## config.mk

```make
export PLATFORM = sky130hd
export DESIGN_NAME = tos_select
export DESIGN_NICKNAME = d
export VERILOG_FILES = /design/src/rtl/tos_pkg.sv /design/src/rtl/tos_scan_chain.sv /design/src/rtl/tos_commit_or.sv /design/src/rtl/tos_out_stage.sv /design/src/rtl/tos_select.sv
export SDC_FILE = /design/constraint.sdc
export NUM_CORES = 1
export LEC_CHECK = 0
export BUFFER_PORTS_ARGS = -buffer_cell sky130_fd_sc_hd__buf_2
export CORE_MARGIN = 5
export CORE_UTILIZATION = 50
export DETAILED_ROUTE_END_ITERATION = 10
export MAX_ROUTING_LAYER = met4
export PLACE_DENSITY = 0.88
export SLEW_MARGIN = 0
export SYNTH_ARGS = -nofsm -noshare
export SYNTH_HDL_FRONTEND = slang
export SYNTH_SLANG_ARGS = --single-unit
```

## constraint.sdc

```tcl
create_clock -name clk -period 0.8 [get_ports clk]
set_input_delay 0.08 -clock clk [delete_from_list [all_inputs] [get_ports clk]]
set_output_delay 0.08 -clock clk [all_outputs]
set_load 0.005 [all_outputs]
```

## src/rtl/tos_pkg.sv

```systemverilog
package tos_pkg;

  // Direction in which a scan chain ranks sequence numbers.
  typedef enum logic {
    PICK_LOWEST  = 1'b0,
    PICK_HIGHEST = 1'b1
  } pick_dir_e;

  // Width of a thread index; never narrower than one bit.
  function automatic int unsigned tid_width(input int unsigned n);
    return (n <= 1) ? 1 : $clog2(n);
  endfunction

endpackage

```

## src/rtl/tos_scan_chain.sv

```systemverilog
// Linear priority scan: thread 0 seeds, later threads replace the running
// choice only on a strictly better sequence number.
module tos_scan_chain
  import tos_pkg::*;
#(
  parameter int unsigned NUM_THR = 4,
  parameter int unsigned SEQ_W   = 16,
  parameter int unsigned TID_W   = 2,
  parameter pick_dir_e   DIR     = PICK_LOWEST
) (
  input  logic [NUM_THR-1:0]       elig,
  input  logic [NUM_THR*SEQ_W-1:0] seq_flat,
  output logic                     pick_vld,
  output logic [TID_W-1:0]         pick_tid
);

  logic             st_vld [NUM_THR+1];
  logic [TID_W-1:0] st_tid [NUM_THR+1];
  logic [SEQ_W-1:0] st_seq [NUM_THR+1];

  assign st_vld[0] = 1'b0;
  assign st_tid[0] = '0;
  assign st_seq[0] = '0;

  for (genvar gi = 0; gi < NUM_THR; gi++) begin : g_stage
    logic [SEQ_W-1:0] cand_seq;
    logic             better;
    logic             take;

    assign cand_seq = seq_flat[gi*SEQ_W +: SEQ_W];

    if (DIR == PICK_LOWEST) begin : g_low
      assign better = (cand_seq < st_seq[gi]);
    end else begin : g_high
      assign better = (cand_seq > st_seq[gi]);
    end

    assign take = elig[gi] & (~st_vld[gi] | better);

    assign st_vld[gi+1] = st_vld[gi] | elig[gi];
    assign st_tid[gi+1] = take ? TID_W'(gi) : st_tid[gi];
    assign st_seq[gi+1] = take ? cand_seq   : st_seq[gi];
  end

  assign pick_vld = st_vld[NUM_THR];
  assign pick_tid = st_vld[NUM_THR] ? st_tid[NUM_THR] : '0;

endmodule

```

## src/rtl/tos_commit_or.sv

```systemverilog
// Qualification mask and the any-ready reduction.
module tos_commit_or #(
  parameter int unsigned NUM_THR = 4
) (
  input  logic [NUM_THR-1:0] thr_active,
  input  logic [NUM_THR-1:0] thr_empty,
  input  logic [NUM_THR-1:0] thr_ready,
  output logic [NUM_THR-1:0] elig,
  output logic               any_ready
);

  logic [NUM_THR-1:0] ready_elig;

  always_comb begin
    elig       = thr_active & ~thr_empty;
    ready_elig = elig & thr_ready;
    any_ready  = |ready_elig;
  end

endmodule

```

## src/rtl/tos_out_stage.sv

```systemverilog
// Optional output register: a flop bank with async reset, or a wire.
module tos_out_stage #(
  parameter int unsigned WIDTH     = 8,
  parameter bit          REGISTERED = 1'b1
) (
  input  logic             clk,
  input  logic             rst_n,
  input  logic [WIDTH-1:0] d,
  output logic [WIDTH-1:0] q
);

  if (REGISTERED) begin : g_reg
    logic [WIDTH-1:0] q_r;
    logic [WIDTH-1:0] q_nxt;
    logic             upd_en;

    assign upd_en = 1'b1;

    always_comb begin
      q_nxt = q_r;
      if (upd_en) q_nxt = d;
    end

    always_ff @(posedge clk or negedge rst_n) begin
      if (!rst_n) q_r <= '0;
      else        q_r <= q_nxt;
    end

    assign q = q_r;
  end else begin : g_wire
    assign q = d;
  end

endmodule

```

## src/rtl/tos_select.sv

```systemverilog
module tos_select
  import tos_pkg::*;
#(
  parameter int unsigned NUM_THR = 4,
  parameter int unsigned SEQ_W   = 16,
  parameter bit          OUT_REG = 1'b1,
  localparam int unsigned TID_W  = tid_width(NUM_THR)
) (
  input  logic                     clk,
  input  logic                     rst_n,
  input  logic [NUM_THR-1:0]       thr_active,
  input  logic [NUM_THR-1:0]       thr_empty,
  input  logic [NUM_THR-1:0]       thr_ready,
  input  logic [NUM_THR*SEQ_W-1:0] head_seq,
  input  logic [NUM_THR*SEQ_W-1:0] tail_seq,
  output logic                     old_vld,
  output logic [TID_W-1:0]         old_tid,
  output logic                     young_vld,
  output logic [TID_W-1:0]         young_tid,
  output logic                     commit_ok
);

  localparam int unsigned BUNDLE_W = 2*TID_W + 3;

  logic [NUM_THR-1:0]  elig;
  logic                any_ready;
  logic                h_vld;
  logic [TID_W-1:0]    h_tid;
  logic                t_vld;
  logic [TID_W-1:0]    t_tid;
  logic [BUNDLE_W-1:0] bundle_d;
  logic [BUNDLE_W-1:0] bundle_q;

  tos_commit_or #(.NUM_THR(NUM_THR)) u_qual (
    .thr_active (thr_active),
    .thr_empty  (thr_empty),
    .thr_ready  (thr_ready),
    .elig       (elig),
    .any_ready  (any_ready)
  );

  tos_scan_chain #(
    .NUM_THR (NUM_THR),
    .SEQ_W   (SEQ_W),
    .TID_W   (TID_W),
    .DIR     (PICK_LOWEST)
  ) u_oldest (
    .elig     (elig),
    .seq_flat (head_seq),
    .pick_vld (h_vld),
    .pick_tid (h_tid)
  );

  tos_scan_chain #(
    .NUM_THR (NUM_THR),
    .SEQ_W   (SEQ_W),
    .TID_W   (TID_W),
    .DIR     (PICK_HIGHEST)
  ) u_youngest (
    .elig     (elig),
    .seq_flat (tail_seq),
    .pick_vld (t_vld),
    .pick_tid (t_tid)
  );

  assign bundle_d = {h_vld, h_tid, t_vld, t_tid, any_ready};

  tos_out_stage #(
    .WIDTH      (BUNDLE_W),
    .REGISTERED (OUT_REG)
  ) u_out (
    .clk   (clk),
    .rst_n (rst_n),
    .d     (bundle_d),
    .q     (bundle_q)
  );

  assign {old_vld, old_tid, young_vld, young_tid, commit_ok} = bundle_q;

endmodule

```

-- After elaboration in Yosys (flattened, before gate mapping)
Cells that the tools add are included.
- word-level logic and storage cells: 43
- output and inout port bits: 7
- input bits: 142
- bits in registers: 7
- reduce and logical (&&, ||, !) cells: 1
- $lt $le $gt $ge: 6
- multiplexer cells: 14
- bitwise logic cells: 21
- operators with widths (cell ; number):
    $mux W16 ; 6
    $gt A16 B16 Y1 ; 3
    $lt A16 B16 Y1 ; 3
    $mux W2 ; 6
    $or A1 B1 Y1 ; 9
    $and A4 B4 Y4 ; 2
    $and A1 B1 Y1 ; 6
    $not A4 Y4 ; 1
    $reduce_or A4 Y1 ; 1
    $not A1 Y1 ; 3
    $mux W1 ; 2

-- Depth between registers and ports, before layout
Gate-level depths: netlist of the first run.
- word-level depth: 16
- depth in mapped cells: 32
- gate-level depth less buffers: 26

-- By module
Synthesis of the first run repeated with hierarchy kept, for this count alone.
- cell total of the unflattened synthesis: 458
- area total of the unflattened synthesis: 3622.2 um^2
- by module, submodules not included (module ; area an instance (um^2) ; seq. area each (um^2) ; cells each ; times used):
    tos_scan_chain (u_oldest) ; 1702.9 ; 0.0 ; 218 ; 1
    tos_scan_chain (u_youngest) ; 1677.9 ; 0.0 ; 224 ; 1
    tos_out_stage ; 175.2 ; 175.2 ; 7 ; 1
    tos_commit_or ; 66.3 ; 0.0 ; 9 ; 1

-- Worst setup path before layout of the first run
Ideal clock, no wire load.
- path kind: input-to-reg
- start: input port thr_active[0]
- end: register u_out.g_reg.q_r[4], in the netlist u_out.q[4]
- required time: 0.682 ns
- stages: 32
- path buffers: 6
- arrival time: 6.015 ns
- path slack: -5.333 ns
- library setup time: 0.118 ns
- cells stage by stage: nor2b_1 clkbuf_1 clkbuf_1 buf_1 nand2_1 ha_1 a211oi_1 o21ai_1 a221oi_2 a21oi_2 nor2_4 buf_6 mux2i_1 inv_1 ha_1 a21oi_1 o21ai_0 a2111oi_4 nand2_1 nor3_1 a21boi_1 buf_6 buf_6 mux2i_1 ha_1 nand3_1 or4_1 a211oi_1 a221oi_1 o311ai_1 o21ai_1 a21o_1
- word-level cells in the longest chain between the ends: 15
- elaborated cells between the ends (all ways): 23
- classes of those cells: order compare: 3; mux: 7; bitwise: 13
- ends and longest elaborated chain (what ; line ; text):
    start: declaration ; tos_select.sv:11 ; input logic [NUM_THR-1:0] thr_active,
    $and A4 B4 Y4 (*) ; tos_commit_or.sv:15 ; elig = thr_active & ~thr_empty;
    $mux W16 ; tos_scan_chain.sv:42 ; assign st_seq[gi+1] = take ? cand_seq : st_seq[gi];
    $lt A16 B16 Y1 ; tos_scan_chain.sv:33 ; assign better = (cand_seq < st_seq[gi]);
    $or A1 B1 Y1 ; tos_scan_chain.sv:38 ; assign take = elig[gi] & (~st_vld[gi] | better);
    $and A1 B1 Y1 ; tos_scan_chain.sv:38 ;
    $mux W16 ; tos_scan_chain.sv:42 ;
    $lt A16 B16 Y1 ; tos_scan_chain.sv:33 ;
    $or A1 B1 Y1 ; tos_scan_chain.sv:38 ;
    $and A1 B1 Y1 ; tos_scan_chain.sv:38 ;
    $mux W16 ; tos_scan_chain.sv:42 ;
    $lt A16 B16 Y1 ; tos_scan_chain.sv:33 ;
    $or A1 B1 Y1 ; tos_scan_chain.sv:38 ;
    $and A1 B1 Y1 ; tos_scan_chain.sv:38 ;
    $mux W2 ; tos_scan_chain.sv:41 ; assign st_tid[gi+1] = take ? TID_W'(gi) : st_tid[gi];
    $mux W2 (*) ; tos_scan_chain.sv:46 ; assign pick_tid = st_vld[NUM_THR] ? st_tid[NUM_THR] : '0;
    via h_tid[0] ; tos_select.sv:28 ; logic [TID_W-1:0] h_tid;
    end signal: assignment ; tos_out_stage.sv:26 ; else q_r <= q_nxt;
    end: declaration ; tos_out_stage.sv:13 ; logic [WIDTH-1:0] q_r;
Mark *: on every way through the listed nets, which the timed path passes. The rest lies on a longest branch.

-- Worst setup path in the final report of the first run
Same ends and word-level chain as after synthesis.

==> flow_summary.yaml, run 1 <==
status:
  status: "complete, but fails checks"
  violations: "setup timing"
sta:
  tightest_slew_ps: 658
  hold_violations: 0
  slew_headroom_pct: 55.9
  fin_crit_sh_pct: 779
  setup_viol: 13
  final-max-slew-violation-count: 0
  fmax_mhz: 161
  fin_crit_ps: 6230
  grt_setup_unrepaired: "yes"
  whs_ps: 113
  fin_ws_ps: -5430
  fin_tns_setup_ps: -22060
detailed_routing:
  vias: 5523
  post_drt_wl_per_cell_um: 25.6
  drt_iter0_markers: 648
  ant_nets: 0
  routed_wirelength_um: 21100
  drt_pass1_iterations: 5
  drc: 0
  viasPerCell: 6.71
yosys:
  synth_cells: 448
  synth_edf_count: 0
  synth.distinct_cells: 55
  ys_seq_area_share_pct: 4.12
  yosysWarnings: 0
  syn_nets: 683
  synth-main-ff-cell: "dfrtp_1"
  synth_area_um2: 3640
  avgSynthCellArea_um2: 8.14
  synth_seq_cells: 6
  async_reset_ff_share_pct: 100
final_layout:
  nFillCells: 299
  fin_util_pct: 88.8
  syn_to_final_growth_pct: 74.8
  antenna_cells: 0
  nets: 961
  drive_gt1_share_pct: 57.9
  largest_register_ffs: 6
clock_tree:
  htreeDepth: 1
  cts_buffers: 3
  cts_tree: "done"
  cts.path.max_buffers: 2
  path_clk_slew_ps: 40
  cts.sinks: 6
  cts_root_buf: "clkbuf_8"
critical_path:
  arrival_ps: 6350
  startpoint_type: "primary input"
  crit_buf_inv: 6
  slowest_stage: "or4_4"
  path_class: "primary input to flop"
  slowest_delay_ps: 570
  crit_cells: 31
  path_max_fanout: 9
  worst_setup_path_end_kind: "flop"
  cp.required_ps: 920
  cp_top_family: "compound AO/OA/AOI/OAI gates"
die:
  die-width_um: 95.4
  initial_core_util_pct: 50.8
  core_area_um2: 7180
  ios: 149
  die_h_um: 95.4
  die_area_um2: 9100
  row_count: 31
power:
  p_per_area_nw_per_um2: 841
  vdd_drop_max_mv: 0.600
  leakage_nw: 3.23
  total_power_mw: 5.36
worst_hold_path:
  hold_depth: 3
  holdCritPathClass: "primary input to flop"
grt:
  grt_start_max_net_pins: 12
  overflow: 0
  grt_pass1_wl_um: 26400
  grt_pass1_vias: 5503
  track_usage_pct: 38.5
  antenna_found_initial: 0
place:
  portBuffers: 148
  gp_congestion: 0.965
  dp_hpwl_um: 11200
  place_ws_ps: -5270
job:
  maxCapViolCount: 0
cell families after synthesis:
| group | Yosys count | share of synthesized area, % |
|---|---|---|
| simple gates | 116 | 15.4 |
| compound gates | 93 | 19.0 |
| fa+ha+maj | 93 | 31.9 |
| buf+inv | 78 | 9.51 |
| mux | 62 | 20.0 |
| flops | 6 | 4.12 |
per-stage QoR:
stage,area (µm²),std cells
finish,6370,823
global route,6370,823
CTS,6040,813
detailed placement,5320,778
global placement,5320,778
floorplan,3840,448
cell usage after synthesis (all sizes together), types with 2 or more instances:
| cell | n | area, µm² |
|---|---|---|
| mux2 | 32 | 428 |
| a221oi | 3 | 38.8 |
| mux2i | 30 | 300 |
| o211ai | 7 | 52.6 |
| a31oi | 2 | 27.5 |
| ha | 93 | 1160 |
| nand2 | 49 | 184 |
| a211o | 2 | 17.5 |
| o21a | 6 | 45.0 |
| dfrtp | 6 | 150 |
| a21oi | 18 | 97.6 |
| a2111oi | 3 | 45.1 |
| nor2 | 17 | 71.3 |
| nand2b | 3 | 18.8 |
| clkbuf | 3 | 11.3 |
| a22oi | 2 | 15.0 |
| nand3 | 6 | 30.0 |
| a21boi | 2 | 15.0 |
| a211oi | 7 | 57.6 |
| nand4 | 15 | 93.8 |
| nor3 | 10 | 50.1 |
| a21o | 13 | 97.6 |
| nor2b | 9 | 63.8 |
| inv | 65 | 244 |
| buf | 10 | 91.3 |
| o311ai | 2 | 25.0 |
| o21ai | 20 | 104 |
cell usage in the layout, fill, tap and decap left out, types with 3 or more instances in the layout:
master	n
mux2i_4	8
clkbuf_8	3
mux2_4	20
a211oi_2	6
nor2_1	15
nand2_1	34
mux2_2	9
a21oi_2	11
nand4_1	15
buf_2	146
mux2_1	3
dfrtp_1	6
o21ai_1	8
mux2i_1	21
buf_12	5
nand2b_1	3
nand2_4	3
o21ai_2	4
o211ai_1	7
nor3_4	3
buf_6	12
a21oi_1	7
nor2b_1	7
ha_4	26
buf_4	119
o21ai_0	8
nand2_2	12
a21o_1	13
inv_1	63
nor3_1	5
nand3_1	5
ha_1	67
o21a_1	6
layout make-up:
type                            count  area (µm²)  share of cell area [%]
Timing Repair Buffer              286        1920                    30.2
Clock buffer                        3        41.3                   0.648
Tap cell                           99         124                    1.94
Inverter                           65         244                    3.83
Sequential cell                     6         150                    2.36
Multi-Input combinational cell    364        3890                    61.0
per-layer routing:
metal,vias up,part of all wire [%],global-route usage [%],wire [µm]
met2,590,43,63.0,9060
met1,2490,33,41.9,7010
met5,-,0,-,0
li1,2189,-,-,-
met4,0,11,26.1,2240
met3,254,13,8.13,2800
worst min-delay path: stages:
cell and delay, ps:
buf_2 80, a32oi_1 50, nand2_1 90
report_power, final:
group | internal, mW | switching (mW) | total [mW]
logic | 2.22 | 2.27 | 4.48
registers | 0.340 | 0.0357 | 0.376
clock network | 0.327 | 0.173 | 0.500
total | 2.88 | 2.48 | 5.36
repair_timing:
action | 4_1_cts | 5_1_grt
endpoints found under the setup margin | 12 | 13
gates cloned | 1 | 1
resized for setup | 75 | 46
pin swaps | 34 | 34
endpoints found under the hold margin | 6 | 0
hold buffers | 1 | 0
buffers inserted | 30 | 13
worst paths after layout:
kind / from / endpoint / slack, ps
max in group asynchronous: rst_n / u_out.q[4]$_DFF_PN0_ / 390
max: thr_active[0] / u_out.q[4]$_DFF_PN0_ / -5430
min: thr_ready[2] / u_out.q[0]$_DFF_PN0_ / 110
min in group asynchronous: rst_n / u_out.q[3]$_DFF_PN0_ / 250
Power figures use the tool's default switching activity.
==> inputs of run 2 (changes only) <==
ABC_AREA = 1   (was default)
CORE_UTILIZATION = 49   (was 50)
PLACE_DENSITY = 0.9   (was 0.88)
==> flow_summary.yaml, run 2 <==
clock_tree:
  cts.sinks: 6
  path_clk_slew_ps: 30
  htreeDepth: 1
  cts_buffers: 3
  cts.path.max_buffers: 2
  cts_tree: "done"
  cts_root_buf: "clkbuf_8"
die:
  ios: 149
  die-width_um: 89.7
  die_h_um: 89.7
  initial_core_util_pct: 49.5
  core_area_um2: 6280
  die_area_um2: 8040
  row_count: 29
critical_path:
  startpoint_type: "primary input"
  arrival_ps: 5280
  crit_start: "thr_empty[0]"
  cpMostUsedCell: "nand2_1"
  crit_cells: 39
  crit_buf_inv: 7
  cp_top_family: "simple AND/OR/NAND/NOR gates"
  cp.required_ps: 900
  path_class: "primary input to flop"
  slowest_delay_ps: 340
  timing.critical_path.to: "u_out.q[1]$_DFF_PN0_"
  path_max_fanout: 8
  slowest_stage: "ha_1"
  worst_setup_path_end_kind: "flop"
job:
  maxCapViolCount: 0
sta:
  fin_tns_setup_ps: -17580
  tightest_slew_ps: 345
  hold_violations: 0
  final-max-slew-violation-count: 0
  setup_viol: 5
  fmax_mhz: 193
  fin_crit_sh_pct: 648
  slew_headroom_pct: 76.7
  grt_setup_unrepaired: "yes"
  fin_ws_ps: -4390
  fin_crit_ps: 5190
final_layout:
  fin_util_pct: 88.8
  largest_register_ffs: 6
  final_area_um2: 5580
  syn_to_final_growth_pct: 79.3
  antenna_cells: 0
  nets: 979
  layout.cells.non_filler: 819
  drive_gt1_share_pct: 49.2
  mostFrequentLayoutCells: "146 x nand2_1, 146 x buf_2, 82 x buf_4, 76 x ha_1, 30 x o21ai_0"
yosys:
  synth_cells: 502
  synth_top_area_share_pct: 37.4
  synth.distinct_cells: 26
  async_reset_ff_share_pct: 100
  synth_most_common_cell: "nand2_1"
  synth_area_um2: 3110
  yosysTopAreaCell: "ha_1"
  netlist_top_cells_count: "179 x nand2_1, 93 x ha_1, 71 x o21ai_0"
  synth-main-ff-cell: "dfrtp_1"
  synth_seq_cells: 6
  yosysWarnings: 0
  synth_edf_count: 0
  ys_seq_area_share_pct: 4.83
  netlist_top_cells_area: "ha_1 37%, nand2_1 22%, o21ai_0 11%"
  syn_nets: 737
  avgSynthCellArea_um2: 6.19
detailed_routing:
  vias: 5350
  drt_pass1_iterations: 8
  routed_wirelength_um: 17400
  viasPerCell: 6.53
  drt_iter0_markers: 551
  drc: 1
  post_drt_wl_per_cell_um: 21.3
  ant_nets: 0
grt:
  grt_pass1_wl_um: 19400
  overflow: 0
  track_usage_pct: 31.4
  antenna_found_initial: 0
  grt_start_max_net_pins: 27
  grt_pass1_vias: 4560
place:
  dp_cells: 794
  portBuffers: 148
  gp_congestion: 0.939
  dp_hpwl_um: 9670
  postPlaceCellArea_um2: 4710
power:
  p_per_area_nw_per_um2: 890
  leakage_nw: 2.99
  total_power_mw: 4.96
  vdd_drop_max_mv: 0.995
status:
  violations: "DRC, setup timing"
  status: "complete, but fails checks"
worst_hold_path:
  holdCritPathClass: "primary input to flop"
-- run 2: worst min path at each step --
stage	start	endpoint	slack (ps)	cells after the start
3_3_place_gp	rst_n	u_out.q[4]$_DFF_PN0_	-100	1
4_1_cts	thr_ready[2]	u_out.q[0]$_DFF_PN0_	60	3
3_5_place_dp	rst_n	u_out.q[4]$_DFF_PN0_	-90	1
5_1_grt	thr_empty[3]	u_out.q[3]$_DFF_PN0_	60	2
6_report	thr_empty[3]	u_out.q[3]$_DFF_PN0_	50	2
2_1_floorplan	rst_n	u_out.q[0]$_DFF_PN0_	-220	0
-- run 2: logic make-up after synthesis --
group / synth area share, %
AO/OA/AOI/OAI: 21.8
flip-flops: 4.83
adder cells (fa/ha/maj): 37.4
AND/OR/NAND/NOR: 29.8
buffers and inverters: 6.16
-- run 2: metrics by stage --
step	worst slack, ps	hold WS, ps
5_1_grt	-4560	55.0
2_1_floorplan	-3390	-216
3_5_place_dp	-4200	-92.7
6_report	-4390	45.6
4_1_cts	-3620	64.6
3_3_place_gp	-3990	-95.9
-- run 2: metal layers --
metal / global-route usage (%) / share of wire, % / vias to the layer above
met5: - / 0 / -
met4: 16.2 / 10 / 0
met3: 3.01 / 12 / 208
met2: 57.4 / 46 / 538
met1: 33.2 / 32 / 2367
li1: - / - / 2237
-- run 2: what timing repair did --
item,in CTS,in global routing
setup buffers,8,6
hold endpoints to repair,6,0
pin swaps,31,43
gates resized for setup,53,89
setup endpoints to repair,5,8
hold buffers,1,0
gates cloned,3,4
-- run 2: cell type report --
| class | instances | area, µm² |
|---|---|---|
| sequential | 6 | 150 |
| multi-input combinational | 447 | 3390 |
| inverter | 34 | 156 |
| timing repair buffer | 250 | 1720 |
| timing repair inverter | 2 | 17.5 |
| clock buffer | 3 | 41.3 |
| tap | 77 | 96.3 |
| fill | 259 | 702 |
-- run 2: power by group --
group / leakage (nW) / internal [mW] / switching [mW]
Combinational: 2.89 / 1.90 / 2.27
Clock: 0.0216 / 0.322 / 0.121
Sequential: 0.0728 / 0.338 / 0.00894
Total: 2.99 / 2.56 / 2.40
